$ cat src/rtl/icr_pkg.sv
package icr_pkg;
  localparam int IDX_W = 6;
  localparam int DW    = 64;
  localparam int NREG  = 32;
  localparam int RW    = $clog2(NREG);
  localparam int ASN_W = 7;
  localparam int ASN_LSB = 4;

  localparam int IX_SCR0  = 0;
  localparam int IX_HBASE = 8;
  localparam int IX_CTRL  = 9;
  localparam int IX_CYC   = 10;
  localparam int IX_EXCA  = 11;
  localparam int IX_ASTRQ = 12;
  localparam int IX_ASTEN = 13;
  localparam int IX_IMODE = 14;
  localparam int IX_DMODE = 15;
  localparam int IX_XSUM  = 16;
  localparam int IX_XMSK  = 17;
  localparam int IX_INTNO = 18;
  localparam int IX_MMST  = 19;
  localparam int IX_PTTI  = 20;
  localparam int IX_PTTD  = 21;
  localparam int IX_PTBI  = 22;
  localparam int IX_PTBD  = 23;
  localparam int IX_ASN   = 24;
  localparam int IX_HWCLR = 25;
  localparam int IX_DFL   = 26;
  localparam int IX_IFL   = 27;
  localparam int IX_INVA  = 28;
  localparam int IX_INVP  = 29;
  localparam int IX_INV1  = 30;
  localparam int SCR_CORE = 3;

  typedef enum logic [1:0] {ACT_NONE, ACT_ALL, ACT_PROC, ACT_ONE} act_e;

  typedef struct packed {
    logic          known;
    logic          rd_ok;
    logic          wr_ok;
    logic [DW-1:0] mask;
    act_e          act;
  } attr_t;

  function automatic attr_t icr_attr(logic [IDX_W-1:0] idx);
    attr_t a;
    int n;
    n = int'(idx);
    a = '{known: 1'b1, rd_ok: 1'b1, wr_ok: 1'b1, mask: '1, act: ACT_NONE};
    case (n)
      0, 1, 2, 3, IX_HBASE, IX_CTRL, IX_CYC: ;
      IX_EXCA:                   a.mask = ~64'h2;
      IX_ASTRQ, IX_ASTEN:        a.mask = 64'hF;
      IX_IMODE, IX_DMODE:        a.mask = 64'h18;
      IX_XSUM, IX_XMSK:          a.mask = '0;
      IX_INTNO, IX_MMST, IX_PTTI, IX_PTTD: a.wr_ok = 1'b0;
      IX_PTBI, IX_PTBD:          a.mask = 64'hFFFF_FFFF_C000_0000;
      IX_ASN:                    a.mask = 64'h7F0;
      IX_HWCLR, IX_DFL, IX_IFL:  a.rd_ok = 1'b0;
      IX_INVA: begin a.rd_ok = 1'b0; a.mask = '0; a.act = ACT_ALL;  end
      IX_INVP: begin a.rd_ok = 1'b0; a.mask = '0; a.act = ACT_PROC; end
      IX_INV1: begin a.rd_ok = 1'b0; a.act = ACT_ONE; end
      default: begin a.known = 1'b0; a.rd_ok = 1'b0; a.wr_ok = 1'b0; end
    endcase
    return a;
  endfunction
endpackage

$ cat src/rtl/icr_cyc_ctr.sv
module icr_cyc_ctr #(
  parameter int CW = 32
) (
  input  logic          clk_i,
  input  logic          rst_ni,
  output logic [CW-1:0] cnt_o
);
  always_ff @(posedge clk_i or negedge rst_ni) begin
    if (!rst_ni) cnt_o <= '0;
    else         cnt_o <= cnt_o + 1'b1;
  end

  a_r3_count_step: assert property (@(posedge clk_i) disable iff (!rst_ni)
    1'b1 |=> cnt_o == CW'($past(cnt_o) + 1'b1));
endmodule

$ cat src/rtl/icr_decode.sv
module icr_decode
  import icr_pkg::*;
(
  input  logic [IDX_W-1:0] idx_i,
  output attr_t            attr_o
);
  assign attr_o = icr_attr(idx_i);
endmodule

$ cat src/rtl/icr_store.sv
module icr_store
  import icr_pkg::*;
#(
  parameter logic [DW-1:0] HBASE_RST = '0,
  parameter logic [DW-1:0] CORE_ID   = '0
) (
  input  logic             clk_i,
  input  logic             rst_ni,
  input  logic             wr_en_i,
  input  logic [RW-1:0]    wr_idx_i,
  input  logic [DW-1:0]    wr_data_i,
  input  logic [RW-1:0]    rd_idx_i,
  output logic [DW-1:0]    rd_data_o,
  output logic [ASN_W-1:0] asn_o
);
  logic [DW-1:0] regs_q [NREG];

  for (genvar i = 0; i < NREG; i++) begin : g_reg
    localparam logic [DW-1:0] RV = (i == IX_HBASE) ? HBASE_RST :
                                   (i == IX_CTRL)  ? 64'h6 :
                                   (i == SCR_CORE) ? CORE_ID : '0;
    always_ff @(posedge clk_i or negedge rst_ni) begin
      if (!rst_ni)                               regs_q[i] <= RV;
      else if (wr_en_i && int'(wr_idx_i) == i)   regs_q[i] <= wr_data_i;
    end
  end

  assign rd_data_o = regs_q[rd_idx_i];
  assign asn_o     = regs_q[IX_ASN][ASN_LSB +: ASN_W];

  a_r4_exca_bit1_low: assert property (@(posedge clk_i) disable iff (!rst_ni)
    regs_q[IX_EXCA][1] == 1'b0);
  a_r5_ast_low_bits: assert property (@(posedge clk_i) disable iff (!rst_ni)
    regs_q[IX_ASTRQ][DW-1:4] == '0);
  a_r6_asn_field: assert property (@(posedge clk_i) disable iff (!rst_ni)
    (regs_q[IX_ASN] & ~64'h7F0) == '0);
  a_r7_sum_cleared: assert property (@(posedge clk_i) disable iff (!rst_ni)
    wr_en_i && int'(wr_idx_i) == IX_XSUM |=> regs_q[IX_XSUM] == '0);
  a_r8_ro_not_written: assert property (@(posedge clk_i) disable iff (!rst_ni)
    wr_en_i |-> !(int'(wr_idx_i) inside {IX_INTNO, IX_MMST, IX_PTTI, IX_PTTD}));
endmodule

$ cat src/rtl/icr_bank.sv
module icr_bank
  import icr_pkg::*;
#(
  parameter logic [63:0] HANDLER_BASE = 64'h0000_0000_0000_8000,
  parameter logic [63:0] CORE_ID      = 64'h0
) (
  input  logic        clk_i,
  input  logic        rst_ni,
  input  logic [5:0]  idx_i,
  input  logic [63:0] wdata_i,
  input  logic        rd_i,
  input  logic        wr_i,
  output logic [63:0] rdata_o,
  output logic        fault_o,
  output logic        inv_all_o,
  output logic        inv_proc_o,
  output logic        inv_one_o,
  output logic [63:0] inv_addr_o,
  output logic [6:0]  inv_asn_o
);
  localparam int CYC_W = DW / 2;

  attr_t            attr;
  logic             wr_go, rd_go, bad;
  logic [DW-1:0]    st_rd, rd_val;
  logic [ASN_W-1:0] cur_asn;
  logic [CYC_W-1:0] cyc;

  icr_decode u_dec (.idx_i(idx_i), .attr_o(attr));

  icr_cyc_ctr #(.CW(CYC_W)) u_cyc (.clk_i(clk_i), .rst_ni(rst_ni), .cnt_o(cyc));

  assign wr_go = wr_i & attr.wr_ok;
  assign rd_go = rd_i & attr.rd_ok;
  assign bad   = (wr_i & ~attr.wr_ok) | (rd_i & ~attr.rd_ok);

  icr_store #(.HBASE_RST(HANDLER_BASE), .CORE_ID(CORE_ID)) u_store (
    .clk_i     (clk_i),
    .rst_ni    (rst_ni),
    .wr_en_i   (wr_go),
    .wr_idx_i  (idx_i[RW-1:0]),
    .wr_data_i (wdata_i & attr.mask),
    .rd_idx_i  (idx_i[RW-1:0]),
    .rd_data_o (st_rd),
    .asn_o     (cur_asn)
  );

  // counter view: stored upper half, live lower half
  assign rd_val = (int'(idx_i) == IX_CYC) ? {st_rd[DW-1:CYC_W], cyc} : st_rd;

  always_ff @(posedge clk_i or negedge rst_ni) begin
    if (!rst_ni) begin
      rdata_o    <= '0;
      fault_o    <= 1'b0;
      inv_all_o  <= 1'b0;
      inv_proc_o <= 1'b0;
      inv_one_o  <= 1'b0;
      inv_addr_o <= '0;
      inv_asn_o  <= '0;
    end else begin
      if (rd_go)     rdata_o <= rd_val;
      else if (rd_i) rdata_o <= '0;
      fault_o    <= bad;
      inv_all_o  <= wr_go && attr.act == ACT_ALL;
      inv_proc_o <= wr_go && attr.act == ACT_PROC;
      inv_one_o  <= wr_go && attr.act == ACT_ONE;
      if (wr_go && attr.act == ACT_ONE) begin
        inv_addr_o <= wdata_i;
        inv_asn_o  <= cur_asn;
      end
    end
  end

  a_r10_one_strobe: assert property (@(posedge clk_i) disable iff (!rst_ni)
    $onehot0({inv_all_o, inv_proc_o, inv_one_o}));
  a_r10_pulse_ends: assert property (@(posedge clk_i) disable iff (!rst_ni)
    inv_all_o && !(wr_i && int'(idx_i) == IX_INVA) |=> !inv_all_o);
  a_r12_unknown_read: assert property (@(posedge clk_i) disable iff (!rst_ni)
    rd_i && !attr.known |=> fault_o && rdata_o == '0);
  a_r9_wo_read: assert property (@(posedge clk_i) disable iff (!rst_ni)
    rd_i && int'(idx_i) == IX_DFL |=> fault_o);
endmodule

$ cat config.mk
export PLATFORM = sky130hd
export DESIGN_NAME = icr_bank
export DESIGN_NICKNAME = d
export VERILOG_FILES = /design/src/rtl/icr_pkg.sv /design/src/rtl/icr_cyc_ctr.sv /design/src/rtl/icr_decode.sv /design/src/rtl/icr_store.sv /design/src/rtl/icr_bank.sv
export SDC_FILE = /design/constraint.sdc
export NUM_CORES = 2
export LEC_CHECK = 0
export BUFFER_PORTS_ARGS = -buffer_cell sky130_fd_sc_hd__buf_2
export CORE_ASPECT_RATIO = 0.8
export CORE_UTILIZATION = 42
export CTS_BUF_LIST = sky130_fd_sc_hd__clkbuf_16
export CTS_CLUSTER_SIZE = 8
export DETAILED_ROUTE_END_ITERATION = 12
export PLACE_DENSITY = 0.54
export SLEW_MARGIN = 5
export SYNTH_ARGS = -nofsm -noshare
export SYNTH_HDL_FRONTEND = slang
export SYNTH_SLANG_ARGS = --single-unit
$ cat constraint.sdc
create_clock -name clk_i -period 2.8 [get_ports clk_i]
set_input_delay 0.56 -clock clk_i [delete_from_list [all_inputs] [get_ports clk_i]]
set_output_delay 0.56 -clock clk_i [all_outputs]
set_load 0.02 [all_outputs]
After elaboration in Yosys (flattened, before gate mapping)

Cells that the tools add are included.

Memory bits (writable): 0
ROM bits: 0
Word-level logic and storage cells: 166
Input bits: 74
Bits in registers: 2219
Latch bits: 0
Output and inout port bits: 139
Memories kept: 0

Multiply operators: 0
Multiplexer cells: 10
Bitwise logic cells: 9
Divide/modulo/power cells: 0
Reductions and logical operators: 44
Order comparisons: 1
Equality and inequality tests: 61
Shift-type cells: 0
Add/subtract/negate cells: 1

Operators with widths:

| operator                                                 | number |
|---|---|
| one-hot mux 64 bit (6 select lines)                      | 1 |
| binary-select mux 64 bit (select 5 bit)                  | 1 |
| two-way mux 64 bit                                       | 4 |
| equality test 6 x 5 -> 1 bit, second input constant      | 16 |
| equality test 5 bit, second input constant               | 16 |
| bitwise AND 64 bit                                       | 1 |
| equality test 6 x 4 -> 1 bit, second input constant      | 8 |
| equality test 5 x 4 -> 1 bit, second input constant      | 8 |
| logical AND 1 bit                                        | 35 |
| adder 32 x 1 -> 32 bit, second input constant            | 1 |
| two-way mux 32 bit                                       | 1 |
| OR reduction 23 bit                                      | 1 |
| OR reduction 21 bit                                      | 1 |
| equality test 5 x 3 -> 1 bit, second input constant      | 4 |
| equality test 6 x 2 -> 1 bit, second input constant      | 2 |
| equality test 5 x 2 -> 1 bit, second input constant      | 2 |
| equality test 6 x 1 -> 1 bit, second input constant      | 1 |
| greater-or-equal comparator 6 bit, second input constant | 1 |
| logical NOT 6 bit                                        | 1 |
| inverter 5 -> 6 bit                                      | 1 |
| one-hot mux 2 bit (3 select lines)                       | 1 |
| OR reduction 2 bit                                       | 3 |
| equality test 5 x 1 -> 1 bit, second input constant      | 1 |
| logical NOT 5 bit                                        | 1 |
| 8 further kinds                                          | 14 |

Longest topological paths before layout

Depth in word-level cells: 6
Mapped depth: 10
Depth with buffers taken out: 6

Cells and area by module

A second synthesis with hierarchy kept.

Cells, all modules: 6331
Area total of the unflattened synthesis: 99764.4 um^2

By module, submodules not included:

| module      | sequential area each (um^2) | area each (um^2) | cells each | times used |
|---|---|---|---|---|
| icr_store   | 51252.9                     | 91368.9          | 5617       | 1 |
| icr_bank    | 3478.3                      | 6169.7           | 483        | 1 |
| icr_cyc_ctr | 800.8                       | 1478.9           | 127        | 1 |
| icr_decode  | 0.0                         | 747.0            | 104        | 1 |

Least setup slack after synthesis

Ideal clock, no wire load.

Kind: input-to-reg
From: input port idx_i[1]
To: register rdata_o[43]
Data required time: 2.665 ns
Library setup time: 0.135 ns
Stages on the path: 8
Path buffers: 4
Slack: 0.405 ns
Data arrival time: 2.260 ns
Path through: buf_6 -> buf_4 -> buf_4 -> clkbuf_1 -> mux4_2 -> mux4_2 -> nand2_1 -> o211ai_1

Longest elaborated chain between the ends: 5
Elaborated cells between the ends (all ways): 30
Classes of those cells: 20 x eq/ne; 5 x mux; 2 x bitwise; 3 x reduce/logical

RTL lines:

| element                                                                               | RTL line                        | RTL |
|---|---|---|
| start: declaration                                                                    | icr_bank.sv:9                   | `input logic [5:0] idx_i,` |
| inverter 5 -> 6 bit (implied by the code), or another cell as far along               | icr_store.sv:28                 | `assign rd_data_o = regs_q[rd_idx_i];` |
| binary-select mux 64 bit (select 5 bit) / OR reduction 21 bit (equally long branches) | -                               |  |
| two-way mux 64 bit (implied by the code) / two-way mux 1 bit (equally long branches)  | icr_store.sv:28, icr_pkg.sv:50  |  |
| two-way mux 64 bit (implied by the code) / bitwise AND 1 bit (equally long branches)  | icr_store.sv:28, icr_bank.sv:34 |  |
| two-way mux 64 bit / nonzero test 2 bit (equally long branches)                       | -                               |  |
| end signal: assignment                                                                | icr_bank.sv:61                  | `if (rd_go) rdata_o <= rd_val;` |
| end: declaration                                                                      | icr_bank.sv:13                  | `output logic [63:0] rdata_o,` |

Several ways; a longest one is shown, not always the timed one. The select of a mux whose other input is x is not followed.
A chain may end at the register's enable or synchronous reset.

Worst setup path in the final report

From: register rdata_o[47]
To: output port rdata_o[47]

No word-level cell between the ends.

==> results.sh <==
export IMPL_yosys_warnings=0
export IMPL_syn2layout_area_growth_pct=17.13
export IMPL_antenna_found_initial=11
export IMPL_hp_class="input port to flop"
export IMPL_core_area_sq_um=203900
export IMPL_dp_hpwl_mm=163.0
export IMPL_synthCells=7107
export IMPL_p_switching_w=0.01739
export IMPL_cpPeakStageDelay_ps=570
export IMPL_ir_worst_vdd_mv=0.6165
export IMPL_critPathCaptureType="output pin"
export IMPL_finalSetupViolCount=0
export IMPL_layout_common_cells="2136 x dfrtp_1, 1243 x nand2_1, 814 x o21ai_0, 428 x mux4_2, 365 x and2_1"
export IMPL_path_class="flop to output pin"
export IMPL_hold_depth=3
export IMPL_drt_pass1_iter_count=7
export IMPL_yosysSeqAreaShare=0.6191
export IMPL_multi_input_area_sq_um=28780
export IMPL_fill_cells=17510
export IMPL_routabilityCongestion=0.8484
export IMPL_drv_slew=0
export IMPL_num_rows=148
export IMPL_clk_latency_ps=920
export IMPL_slew_headroom=0.2727
export IMPL_cts_htree_levels=5
export IMPL_r2r_start="u_cyc.cnt_o[0]"
export IMPL_outcome="finished clean"
export IMPL_max_freq_mhz=433.2
export IMPL_cts_buffer_depth=4
export IMPL_worst_path_buf_inv=1
export IMPL_period_share=0.8245
export IMPL_initial_utilization=0.4241
export IMPL_holdCritStartpoint="wdata_i[19]"
export IMPL_clk_pin_slew_ps=50
export IMPL_ff_latch_area_sq_um=53530
export IMPL_syn_nets=7182
export IMPL_switching_share=0.2397
export IMPL_grt_setup_unrepaired="no"
export IMPL_tightest_slew_ps=1063
export IMPL_grt_pass1_wl_mm=380.1
export IMPL_crit_fanout=2
export IMPL_slowest_stage="dfrtp_1"
export IMPL_portBuffers=212
export IMPL_pre_cts_slack_ps=-235.4
export IMPL_path_cells="buf_2"
export IMPL_power_clock_fraction=0.455
export IMPL_fin_ws_ps=491.4
export IMPL_post_route_drc_count=0
export IMPL_instances_no_fill=9863
export IMPL_start_kind="flop"
export IMPL_critPathTopFamily="flip-flops"
export IMPL_die_y_microns=407.8
export IMPL_drtAntennaViolNets=0
export IMPL_leakage_nw=48.98
export IMPL_hold_end="inv_addr_o[19]"
export IMPL_die_x_microns=509.3
export IMPL_yosys_most_used_dff="dfrtp_1"
export IMPL_grt_pass1_vias=55850
export IMPL_p_int_w=0.05518
export IMPL_cap_viol_max_count=0
export IMPL_drive_gt1_frac=0.2264
export IMPL_drt_iter0_drc=4702
export IMPL_ys_seq_elements=2139
export IMPL_clock_skew_final_ps=60.47
export IMPL_dp_cells=9447
export IMPL_cts_buffers=317
export IMPL_cts_tree="built"
export IMPL_final_nets=7199
export IMPL_vias=53620
export IMPL_grt_total_usage=0.2465
export IMPL_wl_mm=250.7
export IMPL_p_per_area_nw_per_um2=716.6
export IMPL_pin_count=213
export IMPL_crit_arrival_ps=1750
export IMPL_viasPerCell=5.437
export IMPL_cts_sinks=2139
export IMPL_overflow=0
export IMPL_wl_per_cell_microns=25.42
export IMPL_r2r_cells=6
export IMPL_p_seq_frac=0.461
export IMPL_grt_max_degree=156
export IMPL_cp_data_required_time_ps=2240
export IMPL_syn_area_sq_um=86460
export IMPL_finalCriticalPeriod_ps=2309
export IMPL_synth_edf_count=0
export IMPL_die_area_sq_um=207700
export IMPL_final_common_cell="dfrtp_1"
export IMPL_syn_avg_cell_area_sq_um=12.17
export IMPL_cts_setup_buffers=0
export IMPL_finalHoldViolations=0
export IMPL_total_power_w=0.07257
export IMPL_rrSetupSlack_ps=530
export IMPL_synth_cell_type_count=58
export IMPL_async_flop_share=1.000
export IMPL_cts_root_buf="clkbuf_16"
export IMPL_reg2reg_to="u_cyc.cnt_o[28]"
export IMPL_comb_power_share=0.084
per-layer routing:
metal,up-vias,share of wire,track usage
met1,27870,0.49,0.3846
met3,382,0.065,0.05230
met2,1521,0.43,0.3463
met4,6,0.023,0.06518
li1,23850,-,-
met5,-,0.00016,0
flip-flops by register name, summed over array words and instances, names as in the netlist:
| name | cells |
|---|---|
| rdata_o | 64 |
| inv_addr_o | 64 |
| inv_proc_o | 1 |
| u_store.asn_o | 7 |
| inv_all_o | 1 |
| fault_o | 1 |
| u_cyc.cnt_o | 32 |
| inv_asn_o | 7 |
| inv_one_o | 1 |
| u_store.regs_q | 1961 |
cells in the mapped netlist (all sizes together) (34+ instances only):
| cell | instances | share of area |
|---|---|---|
| mux2i | 37 | 0.0043 |
| clkbuf | 857 | 0.037 |
| dfrtp | 2136 | 0.62 |
| o22ai | 107 | 0.0077 |
| nand2 | 1252 | 0.054 |
| nor3 | 40 | 0.0024 |
| buf | 171 | 0.013 |
| and2 | 365 | 0.026 |
| a21oi | 49 | 0.0028 |
| nor4 | 34 | 0.0025 |
| nor2b | 260 | 0.019 |
| mux4 | 441 | 0.12 |
| mux2 | 151 | 0.020 |
| o21ai | 834 | 0.048 |
| nor2 | 125 | 0.0055 |
power by group through the flow:
stage | registers [W] | logic (W) | clock network (W)
floorplan | 0.0338 | 0.00302 | 0
global placement | 0.0339 | 0.00596 | 0
detailed placement | 0.0339 | 0.00607 | 0
CTS | 0.0334 | 0.00614 | 0.0338
global route | 0.0336 | 0.00669 | 0.0350
finish | 0.0335 | 0.00608 | 0.0330
cell families (layout without fill, tap and decap cells):
logic type	Yosys count	after routing	share of synthesized area
buffers and inverters	1038	1091	0.05042
adders and majority gates	1	1	0.0001447
xor gates and xnor gates	33	33	0.003343
and+or+nand+nor	2130	2130	0.1142
other	0	3	0
muxes	629	629	0.1394
AOI/OAI and AO/OA	1137	1137	0.07343
DFF	2139	2139	0.6191
worst max path at each step:
stage                           start     endpoint  cells after the start
after floorplan              idx_i[1]  rdata_o[43]                      8
after global placement           rd_i  rdata_o[63]                      7
final                     rdata_o[47]  rdata_o[47]                      1
after global routing      rdata_o[43]  rdata_o[43]                      1
after detailed placement     idx_i[1]  rdata_o[63]                      7
after CTS                 rdata_o[37]  rdata_o[37]                      1
what timing repair did:
action,in CTS,in global routing
hold buffers,58,0
hold endpoints to repair,448,0
endpoints found under the setup margin,0,0
resized for setup,0,0
layout make-up:
class | count | area share
flip-flops and latches | 2139 | 0.5286
diodes | 3 | 0.00007413
repair buffers | 726 | 0.07216
clock buffers | 321 | 0.07931
multi-input cells | 3930 | 0.2841
inverters | 10 | 0.0003953
clock inverters | 34 | 0.002014
well taps | 2700 | 0.03336
through the flow:
stage / TNS (ps) / area [sq um] / util / hold slack [ps]
2_1_floorplan: 0 / 86460 / - / 264.4
3_3_place_gp: -1504 / 92440 / 0.4534 / 357.3
3_5_place_dp: -1580 / 92440 / 0.4534 / 360.8
4_1_cts: 0 / 101300 / 0.4967 / 9.207
5_1_grt: 0 / 101300 / 0.4967 / 11.75
6_report: 0 / 101300 / 0.4967 / 20.49
No activity file was read; power rests on OpenSTA's default activity.
